**config.mk**
```make
export PLATFORM = sky130hd
export DESIGN_NAME = seqtrig_top
export DESIGN_NICKNAME = d
export VERILOG_FILES = /design/src/rtl/seqtrig_pkg.sv /design/src/rtl/seqtrig_cfg.sv /design/src/rtl/seqtrig_match.sv /design/src/rtl/seqtrig_seq.sv /design/src/rtl/seqtrig_delay.sv /design/src/rtl/seqtrig_top.sv
export SDC_FILE = /design/constraint.sdc
export NUM_CORES = 1
export LEC_CHECK = 0
export BUFFER_PORTS_ARGS = -buffer_cell sky130_fd_sc_hd__buf_4
export CAP_MARGIN = 20
export CELL_PAD_IN_SITES_DETAIL_PLACEMENT = 0
export CELL_PAD_IN_SITES_GLOBAL_PLACEMENT = 2
export CORE_ASPECT_RATIO = 1.2
export CORE_MARGIN = 5
export CORE_UTILIZATION = 37
export DETAILED_ROUTE_END_ITERATION = 10
export PLACE_DENSITY_LB_ADDON = 0.3
export SETUP_SLACK_MARGIN = 0.1
export SYNTH_ARGS = -nofsm -noshare
export SYNTH_HDL_FRONTEND = slang
export SYNTH_SLANG_ARGS = --single-unit
```
**constraint.sdc**
```tcl
create_clock -name clk -period 3.9 [get_ports clk]
set_input_delay 0.195 -clock clk [delete_from_list [all_inputs] [get_ports clk]]
set_output_delay 0.195 -clock clk [all_outputs]
set_load 0.05 [all_outputs]
```
**src/rtl/seqtrig_pkg.sv**
```systemverilog
package seqtrig_pkg;
  localparam int TRIG_LAT = 4;

  typedef enum logic [1:0] {
    COND_FREE = 2'b00,
    COND_LOW  = 2'b01,
    COND_HIGH = 2'b10,
    COND_RSV  = 2'b11
  } cond_e;

  function automatic logic cond_ok(input logic [1:0] code, input logic bit_v);
    logic r;
    case (code)
      COND_LOW:  r = ~bit_v;
      COND_HIGH: r = bit_v;
      default:   r = 1'b1;
    endcase
    return r;
  endfunction
endpackage

```
**src/rtl/seqtrig_cfg.sv**
```systemverilog
module seqtrig_cfg #(
  parameter int NSIG   = 8,
  parameter int MAXLVL = 10,
  parameter int AW     = 4,
  parameter int LW     = 4
) (
  input  logic                                clk,
  input  logic                                rst,
  input  logic                                cfg_we,
  input  logic [AW-1:0]                       cfg_addr,
  input  logic [2*NSIG-1:0]                   cfg_wdata,
  output logic [MAXLVL-1:0][2*NSIG-1:0]       pat,
  output logic [NSIG-1:0]                     mask,
  output logic [LW-1:0]                       last_idx,
  output logic                                tin_en
);
  localparam logic [AW-1:0] ADDR_MASK = AW'((2 ** AW) - 2);
  localparam logic [AW-1:0] ADDR_CTRL = AW'((2 ** AW) - 1);

  logic [LW-1:0] cnt_w;
  logic [LW-1:0] last_w;

  assign cnt_w = cfg_wdata[LW-1:0];

  always_comb begin
    if (cnt_w == '0)              last_w = '0;
    else if (cnt_w > LW'(MAXLVL)) last_w = LW'(MAXLVL - 1);
    else                          last_w = cnt_w - LW'(1);
  end

  always_ff @(posedge clk) begin
    if (rst) begin
      pat      <= '0;
      mask     <= '0;
      last_idx <= '0;
      tin_en   <= 1'b0;
    end else if (cfg_we) begin
      for (int a = 0; a < MAXLVL; a++) begin
        if (cfg_addr == AW'(a)) pat[a] <= cfg_wdata;
      end
      if (cfg_addr == ADDR_MASK) mask <= cfg_wdata[NSIG-1:0];
      if (cfg_addr == ADDR_CTRL) begin
        last_idx <= last_w;
        tin_en   <= cfg_wdata[LW];
      end
    end
  end
endmodule

```
**src/rtl/seqtrig_match.sv**
```systemverilog
module seqtrig_match #(
  parameter int NSIG = 8
) (
  input  logic [2*NSIG-1:0] pat_sel,
  input  logic [NSIG-1:0]   mask,
  input  logic [NSIG-1:0]   probe,
  output logic              hit
);
  import seqtrig_pkg::*;

  logic [NSIG-1:0] ok;

  for (genvar i = 0; i < NSIG; i++) begin : g_sig
    assign ok[i] = ~mask[i] | cond_ok(pat_sel[2*i +: 2], probe[i]);
  end

  assign hit = &ok;
endmodule

```
**src/rtl/seqtrig_seq.sv**
```systemverilog
module seqtrig_seq #(
  parameter int LW = 4
) (
  input  logic          clk,
  input  logic          rst,
  input  logic          arm,
  input  logic          lvl_hit,
  input  logic [LW-1:0] last_idx,
  input  logic          tin_en,
  input  logic          trig_in_n,
  output logic          armed,
  output logic [LW-1:0] lvl,
  output logic          fire
);
  logic at_last;
  logic gate_ok;
  logic step;

  assign at_last = (lvl >= last_idx);
  assign gate_ok = ~at_last | ~tin_en | ~trig_in_n;
  assign step    = armed & ~arm & lvl_hit & gate_ok;
  assign fire    = step & at_last;

  always_ff @(posedge clk) begin
    if (rst) begin
      armed <= 1'b0;
      lvl   <= '0;
    end else if (arm) begin
      armed <= 1'b1;
      lvl   <= '0;
    end else if (step) begin
      if (at_last) armed <= 1'b0;
      else         lvl   <= lvl + LW'(1);
    end
  end
endmodule

```
**src/rtl/seqtrig_delay.sv**
```systemverilog
module seqtrig_delay #(
  parameter int DEPTH = 4
) (
  input  logic clk,
  input  logic rst,
  input  logic din,
  output logic dout_n
);
  logic [DEPTH-1:0] sr;

  if (DEPTH == 1) begin : g_one
    always_ff @(posedge clk) begin
      if (rst) sr <= '0;
      else     sr <= din;
    end
  end else begin : g_many
    always_ff @(posedge clk) begin
      if (rst) sr <= '0;
      else     sr <= {sr[DEPTH-2:0], din};
    end
  end

  assign dout_n = ~sr[DEPTH-1];
endmodule

```
**src/rtl/seqtrig_top.sv**
```systemverilog
module seqtrig_top #(
  parameter int NSIG   = 8,
  parameter int MAXLVL = 10,
  parameter int AW     = 4,
  localparam int WW    = 2 * NSIG,
  localparam int LW    = $clog2(MAXLVL + 1)
) (
  input  logic          clk,
  input  logic          rst,
  input  logic          cfg_we,
  input  logic [AW-1:0] cfg_addr,
  input  logic [WW-1:0] cfg_wdata,
  input  logic          arm,
  input  logic [NSIG-1:0] probe,
  input  logic          trig_in_n,
  output logic          trig_out_n,
  output logic          armed,
  output logic [LW-1:0] level
);
  import seqtrig_pkg::*;

  logic [MAXLVL-1:0][WW-1:0] pat;
  logic [NSIG-1:0]           mask;
  logic [LW-1:0]             last_idx;
  logic                      tin_en;
  logic [LW-1:0]             lvl;
  logic [WW-1:0]             pat_sel;
  logic                      lvl_hit;
  logic                      fire;

  seqtrig_cfg #(.NSIG(NSIG), .MAXLVL(MAXLVL), .AW(AW), .LW(LW)) u_cfg (
    .clk(clk), .rst(rst), .cfg_we(cfg_we), .cfg_addr(cfg_addr),
    .cfg_wdata(cfg_wdata), .pat(pat), .mask(mask),
    .last_idx(last_idx), .tin_en(tin_en)
  );

  always_comb begin
    pat_sel = '0;
    for (int a = 0; a < MAXLVL; a++) begin
      if (lvl == LW'(a)) pat_sel = pat[a];
    end
  end

  seqtrig_match #(.NSIG(NSIG)) u_match (
    .pat_sel(pat_sel), .mask(mask), .probe(probe), .hit(lvl_hit)
  );

  seqtrig_seq #(.LW(LW)) u_seq (
    .clk(clk), .rst(rst), .arm(arm), .lvl_hit(lvl_hit),
    .last_idx(last_idx), .tin_en(tin_en), .trig_in_n(trig_in_n),
    .armed(armed), .lvl(lvl), .fire(fire)
  );

  seqtrig_delay #(.DEPTH(TRIG_LAT)) u_dly (
    .clk(clk), .rst(rst), .din(fire), .dout_n(trig_out_n)
  );

  assign level = lvl + LW'(1);
endmodule

```
==> metrics.log, run 1 <==
[metrics] max-slew violation total from the final report: 0
[metrics] required time of the critical path: 4.27 ns
[metrics] leading area contributor after synthesis: sky130_fd_sc_hd__dfxtp_1
[metrics] multiplexer share of the synthesized area: 1.83%
[metrics] outcome: completed
[metrics] area added between synthesis and finish: 14.5%
[metrics] complex-gate fraction of the synthesized area: 24.1%
[metrics] total iterations of the first detailed-routing run: 5
[metrics] number of buffers on the longest clock path: 2
[metrics] Starting DRT DRC Count: 546
[metrics] Setup Crit Path Kind: reg2reg
[metrics] cell family contributing the most delay on the critical path: simple AND/OR/NAND/NOR gates
[metrics] number of filler cells placed in the layout: 2399
[metrics] slew of the pin with the lowest slew margin: 1.05 ns
[metrics] net total in the final layout: 1220
[metrics] combinational family with the most area after synthesis: compound AO/OA/AOI/OAI gates
[metrics] average instance area after synthesis: 7.66 um2
[metrics] P per Cell Area: 389 mW/mm2
[metrics] number of synthesized register bits: 182
[metrics] worst vdd ir: 0.262 mV
[metrics] basic-gate share of the synthesized area counting and, or, nand and nor cells: 23.6%
[metrics] sequential cell area fraction in the yosys report: 41.4%
[metrics] die extent in y: 179 um
[metrics] buffering stage count on the worst path with inverters included: 1
[metrics] commonest register cell after synthesis: sky130_fd_sc_hd__dfxtp_1
[metrics] Post-synth EDFFs: 0
[metrics] Worst EP arrival: 3.99 ns
[metrics] global-route wire length before repair: 48400 um
[metrics] H-tree depth: 4
[metrics] Area contributors post-synth: sky130_fd_sc_hd__dfxtp_1, sky130_fd_sc_hd__nand2_1, sky130_fd_sc_hd__a21oi_1
[metrics] sequence of cells on the critical path: nor2b_1 -> nand2_1 -> buf_12 -> o22ai_1 -> or4_1 -> a31o_1 -> ha_1 -> nor2b_1 -> a32oi_2 -> nand4_4 -> or4_1 -> a21boi_1
[metrics] vias per std cell: 5.50
[metrics] part of the total power dissipated in combinational logic: 5.8%
[metrics] count of maximum capacitance violations: 0
[metrics] Sw Pwr: 1.05 mW
[metrics] overflow left after global routing: 0
[metrics] I/O pin total: 39
[metrics] delay contributed by the slowest stage of the critical path: 0.73 ns
[metrics] Worst Slack Setup Final: 0.281 ns
[metrics] residual antenna-violating net count after detailed routing: 0
[metrics] critical path endpoint: u_seq.lvl[3]
[metrics] GRT Total Usage: 23.9%
[metrics] root buffer cell: sky130_fd_sc_hd__clkbuf_16
[metrics] vias in the first global route: 7847
[metrics] total via count in the routed design: 8194
[metrics] clock edge transition at the registers on the reported setup and hold paths: 0.08 ns
[metrics] count of clock tree sinks: 182
[metrics] Inserted Clock Buffers: 17
[metrics] post-route core utilization: 43.3%
[metrics] Place WS: 0.0698 ns
[metrics] final hold violation count: 0
[metrics] width of the die: 151 um
[metrics] largest net degree at the start of global routing: 112
[metrics] endpoint class of the critical path: flop
[metrics] normalized max-slew margin: 29.8%
[metrics] Worst Path Max Fanout: 18
[metrics] clock network power share: 45.9%
[metrics] share of post-route cells with drive strength above 1: 12.5%
[metrics] stages on the worst setup path: 12
[metrics] total nets after synthesis: 1208
[metrics] synth warn: 0
[metrics] initial antenna violation count: 0
[metrics] share of synthesized cell area in full adder, half adder and majority cells: 3.70%
[metrics] routed len/inst: 21.6 um
[metrics] Yosys cell types: 73
[metrics] share of flip-flops with an asynchronous set or reset: 0%
[metrics] summed instance area of the synthesized netlist: 0.00880 mm2
[metrics] insertion delay of the later-clocked pin in the worst-skew pair: 0.44 ns
[metrics] maximum clock rate: 0.276 GHz
[metrics] Gate Count Post-Synth: 1149
[metrics] setup TNS after final layout: 0 ns
[metrics] placed wire-length estimate after detailed placement: 21400 um
[metrics] setup clock skew after layout: 0.0130 ns
[metrics] sequential group share of total power: 48.3%
[metrics] crit path launch: u_seq.lvl[3]
[metrics] total of buffers placed on input and output ports: 38
[metrics] switching power as a share of total power: 26.8%
[metrics] share of the synthesized area in the top cell type: 41.4%
[metrics] XOR/XNOR share of the synthesized area: 0.299%
[metrics] Initial Utilization: 37.8%
[metrics] Synth top cells by count: sky130_fd_sc_hd__nand2_1, sky130_fd_sc_hd__a21oi_1, sky130_fd_sc_hd__dfxtp_1
[metrics] start of the worst register-to-register path: u_seq.lvl[3]
[metrics] sort of element at the start of the critical path: flop
[metrics] cell depth of the worst flop-to-flop path: 12
[metrics] cell at the slowest stage of the critical path: sky130_fd_sc_hd__dfxtp_1
[metrics] Leak Pwr: 3.43 nW
[metrics] RSZ-0062 raised after global routing: no
[metrics] Hold Worst Slack: 0.0700 ns
[metrics] min Tclk post-route: 3.62 ns
[metrics] TritonCTS clock tree: yes
[metrics] type of the most critical hold path: in2reg
[metrics] # diodes: 0
[metrics] final estimated routing congestion in global placement: 0.843
[metrics] worst setup slack for register-to-register paths: 0.28 ns
[metrics] site row count: 61
[metrics] floorplan core area: 0.0233 mm2
[metrics] Power Internal: 2.87 mW
[metrics] most frequent cell after synthesis: sky130_fd_sc_hd__nand2_1
[metrics] sum of routed wire length over all layers: 32200 um
[metrics] final setup violation count: 0
[metrics] post-route clock period utilization: 92.8%
[metrics] RR Endpoint: u_seq.lvl[3]
[metrics] Residual DRC: 0
[metrics] Total Power: 3.92 mW
[metrics] overall die area: 0.0270 mm2
## tightest hold or removal path: stages
cell                       delay [ns]
sky130_fd_sc_hd__buf_4           0.09
sky130_fd_sc_hd__nor2_1          0.06
sky130_fd_sc_hd__a21boi_0        0.12
## power groups by stage
stage | Clock [mW] | Combinational [mW] | Sequential [mW]
detailed placement | 0 | 0.226 | 1.94
finish | 1.80 | 0.227 | 1.90
floorplan | 0 | 0.127 | 1.94
CTS | 1.83 | 0.227 | 1.90
global placement | 0 | 0.225 | 1.94
global route | 1.91 | 0.243 | 1.90
## worst min-delay path by stage
stage / start / end / cells after the start
final: arm / u_seq.lvl[0] / 3
after global routing: cfg_wdata[13] / u_cfg.pat[61] / 3
after CTS: arm / u_seq.lvl[0] / 3
after detailed placement: u_dly.sr[0] / u_dly.sr[1] / 1
after global placement: u_dly.sr[1] / u_dly.sr[2] / 1
after floorplan: cfg_wdata[0] / u_cfg.pat[16] / 2
## registers in the layout, summed over array words and instances (netlist names)
| name | flops |
|---|---|
| u_dly.sr | 4 |
| u_seq.armed | 1 |
| u_cfg.pat | 160 |
| u_cfg.tin_en | 1 |
| u_seq.lvl | 4 |
| u_cfg.mask | 8 |
| u_cfg.last_idx | 4 |
## metal layers
metal	global-route usage [%]	up-vias	share of wire, %
met5	0	-	0
met4	8.16	0	2.6
met3	3.97	41	4.3
met2	41.3	199	50
met1	30.2	3945	43
li1	-	4009	-
## what timing repair did
action / 4_1_cts / 5_1_grt
buffers inserted: 1 / 0
endpoints found under the setup margin: 2 / 5
pin swaps: 0 / 1
resized for setup: 3 / 8
hold buffers: 0 / 0
## cells by family (layout without fill, tap and decap cells)
kind of cell,count (synthesis),count (layout)
and+or+nand+nor,474,474
AOI/OAI and AO/OA,348,348
DFF,182,182
buffers and inverters,100,125
adders and majority gates,26,26
muxes,16,16
xor gates and xnor gates,3,3
## final cells by class
cell class / count / area (um2) / share of cell area [%]
multi-input cells: 867 / 4760 / 47.3
well taps: 315 / 394 / 3.91
flip-flops and latches: 182 / 3650 / 36.2
repair buffers: 77 / 607 / 6.02
inverters: 16 / 62.6 / 0.621
clock buffers: 17 / 425 / 4.22
clock inverters: 15 / 178 / 1.76
## stage by stage
stage               instances  instance area [um2]
floorplan                1149                 8800
global placement         1456                 9410
detailed placement       1456                 9410
CTS                      1489                10000
global route             1489                10100
finish                   1489                10100
## placed cells by master, fill, tap and decap left out, types with 6 or more instances in the layout
cell / netlist / final
sky130_fd_sc_hd__a221o_1: 7 / 7
sky130_fd_sc_hd__buf_4: 10 / 74
sky130_fd_sc_hd__a21oi_1: 207 / 206
sky130_fd_sc_hd__or4_1: 8 / 8
sky130_fd_sc_hd__o221ai_1: 10 / 8
sky130_fd_sc_hd__a221oi_1: 19 / 16
sky130_fd_sc_hd__a31o_1: 6 / 6
sky130_fd_sc_hd__nand3b_1: 11 / 11
sky130_fd_sc_hd__mux2i_1: 15 / 15
sky130_fd_sc_hd__o22ai_1: 28 / 28
sky130_fd_sc_hd__inv_1: 14 / 14
sky130_fd_sc_hd__nor2_1: 27 / 25
sky130_fd_sc_hd__o21a_1: 9 / 9
sky130_fd_sc_hd__o21ai_1: 12 / 12
sky130_fd_sc_hd__a31oi_1: 6 / 6
sky130_fd_sc_hd__ha_1: 26 / 24
sky130_fd_sc_hd__nor2b_1: 10 / 10
sky130_fd_sc_hd__o21ai_0: 13 / 13
sky130_fd_sc_hd__clkbuf_16: 0 / 17
sky130_fd_sc_hd__inv_8: 0 / 6
sky130_fd_sc_hd__dfxtp_1: 182 / 180
sky130_fd_sc_hd__nand2_1: 375 / 375
sky130_fd_sc_hd__nand3_1: 10 / 10
(Power assumes the default switching activity.)
==> inputs of run 2 (changes only) <==
Settings changed: CORE_ASPECT_RATIO 1.2 to 0.8, CORE_UTILIZATION 37 to 33.
Clock period 3.9 ns to 3.2 ns, I/O delays scaled along.
==> run 2 against run 1 <==
Against the previous run: sequential cell count unchanged; largest cell class unchanged; final cell count increased by 7.4%; clock skew decreased by 0.0018 ns; count of clock-buffer cells in the layout increased by 1; combinational power increased by 28%; the flow now finishes with violations (negative setup slack); global-route usage decreased by 1.5 points; critical endpoint is now u_seq.lvl[2]; final area increased by 10%; critical path depth increased by 3; via count increased by 3.3%.
==> metrics.log, run 2 (synthesis results as in run 1) <==
[metrics] final estimated routing congestion in global placement: 0.869 (was 0.843)
[metrics] total iterations of the first detailed-routing run: 5 (unchanged)
[metrics] global-route wire length before repair: 50600 um (was 48400 um)
[metrics] final hold violation count: 0 (unchanged)
[metrics] multi-input gate area in the final layout: 0.00503 mm2 (was 0.00476 mm2)
[metrics] most frequent cells in the layout: sky130_fd_sc_hd__nand2_1, sky130_fd_sc_hd__a21oi_1, sky130_fd_sc_hd__dfxtp_1, sky130_fd_sc_hd__buf_4, sky130_fd_sc_hd__o22ai_1 (unchanged)
[metrics] combined flip-flop and latch cell area: 0.00365 mm2 (about the same)
[metrics] most frequent standard cell in the layout excluding fill and tap cells: sky130_fd_sc_hd__nand2_1 (unchanged)
[metrics] share of post-route cells with drive strength above 1: 20.7% (was 12.5%)
[metrics] I/O pin total: 39 (unchanged)
[metrics] GRT Total Usage: 22.4% (was 23.9%)
[metrics] maximum clock rate: 0.293 GHz (was 0.276 GHz)
[metrics] area added between synthesis and finish: 26.5% (was 14.5%)
[metrics] Setup Crit Path Kind: reg2reg (unchanged)
[metrics] Initial Utilization: 33.5% (was 37.8%)
[metrics] Worst Path Max Fanout: 6 (was 18)
[metrics] final setup violation count: 6 (was 0)
[metrics] slew of the pin with the lowest slew margin: 0.916 ns (was 1.05 ns)
[metrics] Worst Slack Setup Final: -0.218 ns (was 0.281 ns)
[metrics] Residual DRC: 0 (unchanged)
[metrics] routed len/inst: 21.0 um (was 21.6 um)
[metrics] endpoint class of the critical path: flop (unchanged)
[metrics] overall die area: 0.0301 mm2 (was 0.0270 mm2)
[metrics] Inserted Clock Buffers: 17 (unchanged)
[metrics] clock edge transition at the registers on the reported setup and hold paths: 0.07 ns (was 0.08 ns)
[metrics] type of the most critical hold path: in2reg (unchanged)
[metrics] register containing the most flip-flops in the final layout: u_cfg.pat (unchanged)
[metrics] sort of element at the start of the critical path: flop (unchanged)
[metrics] max-slew violation total from the final report: 0 (unchanged)
[metrics] width of the die: 193 um (was 151 um)
[metrics] # diodes: 0 (unchanged)
[metrics] outcome: finished, violations left (was completed)
[metrics] number of filler cells placed in the layout: 2730 (was 2399)
[metrics] count of maximum capacitance violations: 0 (unchanged)
[metrics] vias per std cell: 5.29 (was 5.50)
[metrics] HP Start: arm (unchanged)
[metrics] sum of routed wire length over all layers: 33500 um (was 32200 um)
[metrics] overflow left after global routing: 0 (unchanged)
[metrics] min Tclk post-route: 3.42 ns (was 3.62 ns)
[metrics] die extent in y: 156 um (was 179 um)
[metrics] insertion delay of the later-clocked pin in the worst-skew pair: 0.45 ns (was 0.44 ns)
[metrics] post-route core utilization: 42.4% (was 43.3%)
[metrics] Leak Pwr: 3.87 nW (was 3.43 nW)
[metrics] Worst EP arrival: 3.81 ns (was 3.99 ns)
[metrics] top flop regs: u_cfg.pat (160), u_cfg.mask (8) (unchanged)
[metrics] failing checks: negative setup slack
[metrics] Hold Worst Slack: 0.0250 ns (was 0.0700 ns)
[metrics] required time of the critical path: 3.59 ns (was 4.27 ns)
[metrics] TritonCTS clock tree: yes (unchanged)
[metrics] H-tree depth: 4 (unchanged)
[metrics] total of buffers placed on input and output ports: 38 (unchanged)
[metrics] start of the worst register-to-register path: u_seq.lvl[0] (was u_seq.lvl[3])
[metrics] initial antenna violation count: 0 (unchanged)
[metrics] root buffer cell: sky130_fd_sc_hd__clkbuf_16 (unchanged)
[metrics] total via count in the routed design: 8465 (was 8194)
[metrics] net total in the final layout: 1288 (was 1220)
[metrics] flip-flop count of the largest register after layout: 160 (unchanged)
[metrics] RSZ-0062 raised after global routing: yes (was no)
[metrics] normalized max-slew margin: 38.9% (was 29.8%)
[metrics] Starting DRT DRC Count: 659 (was 546)
[metrics] P per Cell Area: 456 mW/mm2 (was 389 mW/mm2)
[metrics] vias in the first global route: 8096 (was 7847)
[metrics] number of buffers on the longest clock path: 2 (unchanged)
[metrics] floorplan core area: 0.0263 mm2 (was 0.0233 mm2)
[metrics] post-route clock period utilization: 107% (was 92.8%)
[metrics] placed wire-length estimate after detailed placement: 22700 um (was 21400 um)
[metrics] crit path launch: u_seq.lvl[0] (was u_seq.lvl[3])
[metrics] count of clock tree sinks: 182 (unchanged)
[metrics] largest net degree at the start of global routing: 93 (was 112)
[metrics] site row count: 53 (was 61)
[metrics] worst vdd ir: 0.397 mV (was 0.262 mV)
[metrics] residual antenna-violating net count after detailed routing: 0 (unchanged)
[metrics] setup clock skew after layout: 0.0112 ns (was 0.0130 ns)
## run 2: cell count changes in the layout (fill, tap and decap cells not counted), sizes merged
cell and change:
clkbuf +1, clkinvlp +2, bufinv +5, inv -8, buf +68
## run 2: timing repair
| item | CTS | global route |
|---|---|---|
| endpoints found under the setup margin | 6 | 6 |
| resized for setup | 45 | 33 |
| buffers inserted | 20 | 5 |
| pin swaps | 14 | 21 |
| hold buffers | 0 | 0 |
| gates cloned | 0 | 0 |
## run 2: final timing paths
kind,to,slack (ns),depth (start not counted)
worst max register to register,u_seq.lvl[2],-0.22,15
worst min-delay path,u_seq.lvl[1],0.03,3
worst max-delay path,u_seq.lvl[2],-0.22,15
worst min register to register,u_dly.sr[2],0.44,1
## run 2: critical path, stage by stage (launching register included)
cell,delay [ns]
sky130_fd_sc_hd__dfxtp_4,0.38
sky130_fd_sc_hd__clkinvlp_4,0.12
sky130_fd_sc_hd__buf_6,0.13
sky130_fd_sc_hd__ha_4,0.20
sky130_fd_sc_hd__buf_6,0.15
sky130_fd_sc_hd__nand2_8,0.09
sky130_fd_sc_hd__buf_6,0.10
sky130_fd_sc_hd__o22ai_2,0.06
sky130_fd_sc_hd__or4_4,0.53
sky130_fd_sc_hd__a31o_1,0.26
sky130_fd_sc_hd__ha_4,0.27
sky130_fd_sc_hd__inv_2,0.04
sky130_fd_sc_hd__a32oi_4,0.24
sky130_fd_sc_hd__nand4_4,0.14
sky130_fd_sc_hd__or4_4,0.50
sky130_fd_sc_hd__a21boi_2,0.14
## run 2: power breakdown
part / total, mW / switching (mW) / internal (mW)
Sequential: 2.31 / 0.0185 / 2.29
Combinational: 0.290 / 0.203 / 0.0871
Clock: 2.48 / 1.00 / 1.48
Total: 5.08 / 1.22 / 3.86
## run 2: metal layers
metal  wire (um)  vias up  global-route usage [%]
met5           0        -                       0
met4         656        0                    6.14
met3        1700       39                    3.91
met2       15000      205                    34.6
met1       16200     4086                    32.2
li1            -     4135                       -
## run 2: per-stage QoR
| step | power (mW) | TNS, ns | setup slack [ns] | instances | area, um2 |
|---|---|---|---|---|---|
| after global placement | 2.65 | -1.84 | -0.391 | 1542 | 9900 |
| after detailed placement | 2.65 | -1.95 | -0.398 | 1542 | 9900 |
| after CTS | 5.13 | -0.790 | -0.212 | 1594 | 10900 |
| after global routing | 5.24 | -2.02 | -0.371 | 1599 | 11100 |
| final | 5.08 | -0.993 | -0.218 | 1599 | 11100 |
| after floorplan | 2.51 | -0.552 | -0.169 | 1149 | 8840 |
## run 2: area by class of cell
class / count / share of cell area [%]
clock buffers: 18 / 3.85
clock inverters: 14 / 2.21
inverters: 16 / 0.663
multi-input cells: 867 / 45.2
flip-flops and latches: 182 / 32.8
well taps: 357 / 4.01
repair buffers: 145 / 11.3
==> inputs of run 3 (changes only) <==
Settings changed: CORE_ASPECT_RATIO 0.8 to 1.75, SETUP_SLACK_MARGIN 0.1 to not set.
Clock period 3.2 ns to 2.8 ns, I/O delays scaled along.
==> run 3 against run 2 <==
Against the previous run: the flow still finishes with violations (negative setup slack); final area is 0.80% higher; final cell count is 1.9% lower; sequential share of layout area is 0.21 points lower; count of clock-buffer cells in the layout is 4 higher; clock power is 13% higher; wire length is 4.0% lower; sequential cell count stayed put; core utilization hardly changed; die area is 0.36% higher; combinational power is 16% higher; fmax is 1.4% higher.
==> metrics.log, run 3 (synthesis results as in run 1) <==
[metrics] largest net degree at the start of global routing: 90 (was 93)
[metrics] number of filler cells placed in the layout: 2699 (was 2730)
[metrics] H-tree depth: 4 (unchanged)
[metrics] most frequent standard cell in the layout excluding fill and tap cells: sky130_fd_sc_hd__nand2_1 (unchanged)
[metrics] area added between synthesis and finish: 27.5% (was 26.5%)
[metrics] Worst Slack Setup Final: -0.569 ns (was -0.218 ns)
[metrics] width of the die: 133 um (was 193 um)
[metrics] type of the most critical hold path: in2reg (unchanged)
[metrics] required time of the critical path: 3.19 ns (was 3.59 ns)
[metrics] post-route clock period utilization: 120% (was 107%)
[metrics] delay contributed by the slowest stage of the critical path: 0.55 ns (was 0.53 ns)
[metrics] placed wire-length estimate after detailed placement: 22600 um (was 22700 um)
[metrics] count of maximum capacitance violations: 0 (unchanged)
[metrics] top flop regs: u_cfg.pat (160), u_cfg.mask (8) (unchanged)
[metrics] normalized max-slew margin: 45.4% (was 38.9%)
[metrics] Worst EP arrival: 3.76 ns (was 3.81 ns)
[metrics] TritonCTS clock tree: yes (unchanged)
[metrics] Worst Path Max Fanout: 7 (was 6)
[metrics] total iterations of the first detailed-routing run: 5 (unchanged)
[metrics] initial antenna violation count: 0 (unchanged)
[metrics] final setup violation count: 6 (unchanged)
[metrics] max-slew violation total from the final report: 0 (unchanged)
[metrics] failing checks: negative setup slack (unchanged)
[metrics] sum of routed wire length over all layers: 32200 um (was 33500 um)
[metrics] Total Power: 5.78 mW (was 5.08 mW)
[metrics] vias in the first global route: 8351 (was 8096)
[metrics] P per Cell Area: 515 mW/mm2 (was 456 mW/mm2)
[metrics] count of clock tree sinks: 182 (unchanged)
[metrics] worst vdd ir: 0.466 mV (was 0.397 mV)
[metrics] floorplan core area: 0.0265 mm2 (was 0.0263 mm2)
[metrics] final estimated routing congestion in global placement: 0.846 (was 0.869)
[metrics] root buffer cell: sky130_fd_sc_hd__clkbuf_16 (unchanged)
[metrics] final hold violation count: 0 (unchanged)
[metrics] global-route wire length before repair: 49400 um (was 50600 um)
[metrics] register containing the most flip-flops in the final layout: u_cfg.pat (unchanged)
[metrics] vias per std cell: 5.35 (was 5.29)
[metrics] residual antenna-violating net count after detailed routing: 0 (unchanged)
[metrics] cell at the slowest stage of the critical path: sky130_fd_sc_hd__or4_4 (unchanged)
[metrics] placed cell area: 0.00991 mm2 (was 0.00990 mm2)
[metrics] Setup Crit Path Kind: reg2reg (unchanged)
[metrics] Leak Pwr: 3.95 nW (was 3.87 nW)
[metrics] most frequent cells in the layout: sky130_fd_sc_hd__nand2_1, sky130_fd_sc_hd__a21oi_1, sky130_fd_sc_hd__dfxtp_1, sky130_fd_sc_hd__buf_4 (was sky130_fd_sc_hd__nand2_1, sky130_fd_sc_hd__a21oi_1, sky130_fd_sc_hd__dfxtp_1, sky130_fd_sc_hd__buf_4, sky130_fd_sc_hd__o22ai_1)
[metrics] insertion delay of the later-clocked pin in the worst-skew pair: 0.45 ns (about the same)
[metrics] Place WS: -0.795 ns (was -0.398 ns)
[metrics] Initial Utilization: 33.2% (was 33.5%)
[metrics] setup clock skew after layout: 0.00669 ns (was 0.0112 ns)
[metrics] total via count in the routed design: 8401 (was 8465)
[metrics] die extent in y: 226 um (was 156 um)
[metrics] Residual DRC: 0 (unchanged)
[metrics] I/O pin total: 39 (unchanged)
[metrics] Final Instance Count excl. Fillers: 1569 (was 1599)
[metrics] maximum clock rate: 0.297 GHz (was 0.293 GHz)
[metrics] sort of element at the start of the critical path: flop (unchanged)
[metrics] flip-flop count of the largest register after layout: 160 (unchanged)
[metrics] RSZ-0062 raised after global routing: yes (unchanged)
[metrics] post-route core utilization: 42.4% (about the same)
[metrics] overall die area: 0.0302 mm2 (was 0.0301 mm2)
[metrics] endpoint class of the critical path: flop (unchanged)
[metrics] share of post-route cells with drive strength above 1: 20.0% (was 20.7%)
[metrics] net total in the final layout: 1291 (was 1288)
[metrics] clock edge transition at the registers on the reported setup and hold paths: 0.07 ns (about the same)
[metrics] GRT Total Usage: 21.8% (was 22.4%)
[metrics] number of buffers on the longest clock path: 2 (unchanged)
[metrics] cell count after placement: 1513 (was 1542)
[metrics] Hold Worst Slack: 0.0311 ns (was 0.0250 ns)
[metrics] site row count: 79 (was 53)
[metrics] total of buffers placed on input and output ports: 38 (unchanged)
[metrics] outcome: finished, violations left (unchanged)
[metrics] min Tclk post-route: 3.37 ns (was 3.42 ns)
[metrics] # diodes: 0 (unchanged)
[metrics] overflow left after global routing: 0 (unchanged)
[metrics] Inserted Clock Buffers: 17 (unchanged)
[metrics] sequence of cells on the critical path: clkinvlp_4 -> buf_6 -> ha_4 -> buf_8 -> nand2_8 -> buf_12 -> o22ai_2 -> or4_4 -> a31o_1 -> ha_4 -> inv_2 -> a32oi_2 -> nand4_4 -> or4_4 -> a21boi_2 (was clkinvlp_4 -> buf_6 -> ha_4 -> buf_6 -> nand2_8 -> buf_6 -> o22ai_2 -> or4_4 -> a31o_1 -> ha_4 -> inv_2 -> a32oi_4 -> nand4_4 -> or4_4 -> a21boi_2)
[metrics] routed len/inst: 20.5 um (was 21.0 um)
[metrics] Layout Cell Area excl Fill: 0.0112 mm2 (was 0.0111 mm2)
[metrics] setup TNS after final layout: -2.78 ns (was -0.993 ns)
[metrics] slew of the pin with the lowest slew margin: 0.820 ns (was 0.916 ns)
[metrics] Starting DRT DRC Count: 461 (was 659)
==> run 3: cell count changes in the layout (fill, tap and decap cells not counted), sizes merged <==
| cell | previous run | this run |
|---|---|---|
| dlygate4sd3 | 0 | 8 |
| buf | 145 | 139 |
| clkbuf | 18 | 22 |
| inv | 18 | 15 |
| clkinv | 3 | 5 |
| clkinvlp | 3 | 1 |
| bufbuf | 0 | 1 |
| bufinv | 6 | 5 |
==> run 3: cell type report <==
type	count	area, um2	share of cell area [%]
clock inverters	10	190	1.69
inverters	16	68.8	0.613
well taps	324	405	3.61
flip-flops and latches	182	3650	32.6
repair buffers	148	1390	12.4
multi-input cells	867	5020	44.7
clock buffers	22	495	4.42
==> run 3: final timing paths <==
kind                            slack (ns)             end           from  cells past startpoint
worst max-delay path                 -0.57    u_seq.lvl[2]   u_seq.lvl[0]                     15
worst min-delay path                  0.03  u_cfg.pat[156]  cfg_wdata[12]                      3
worst max register to register       -0.57    u_seq.lvl[2]   u_seq.lvl[0]                     15
worst min register to register        0.44     u_dly.sr[2]    u_dly.sr[1]                      1
==> run 3: repair_timing <==
action	4_1_cts	5_1_grt
setup endpoints to repair	6	6
pin swaps	17	10
endpoints found under the hold margin	42	0
buffers inserted	14	1
gates resized for setup	54	21
hold buffers	8	0
gates cloned	2	0
==> run 3: power breakdown <==
| part | internal [mW] | switching (mW) | total (mW) |
|---|---|---|---|
| Combinational | 0.114 | 0.223 | 0.337 |
| Sequential | 2.62 | 0.0218 | 2.64 |
| Clock | 1.71 | 1.09 | 2.80 |
==> run 3: worst max-delay path: cells and delay by family, from the launching register on <==
kind / cells / cell delay, ns
compound gates: 4 / 0.70
fa+ha+maj: 2 / 0.45
buf+inv: 5 / 0.50
flops: 1 / 0.38
simple gates: 4 / 1.28
==> run 3: metal layers <==
| layer | share of wire (%) | track usage (%) | up-vias |
|---|---|---|---|
| met3 | 2.4 | 3.17 | 76 |
| li1 | - | - | 4155 |
| met1 | 40 | 24.1 | 4019 |
| met5 | 0 | 0 | - |
| met4 | 4.3 | 11.5 | 0 |
| met2 | 53 | 40.0 | 151 |
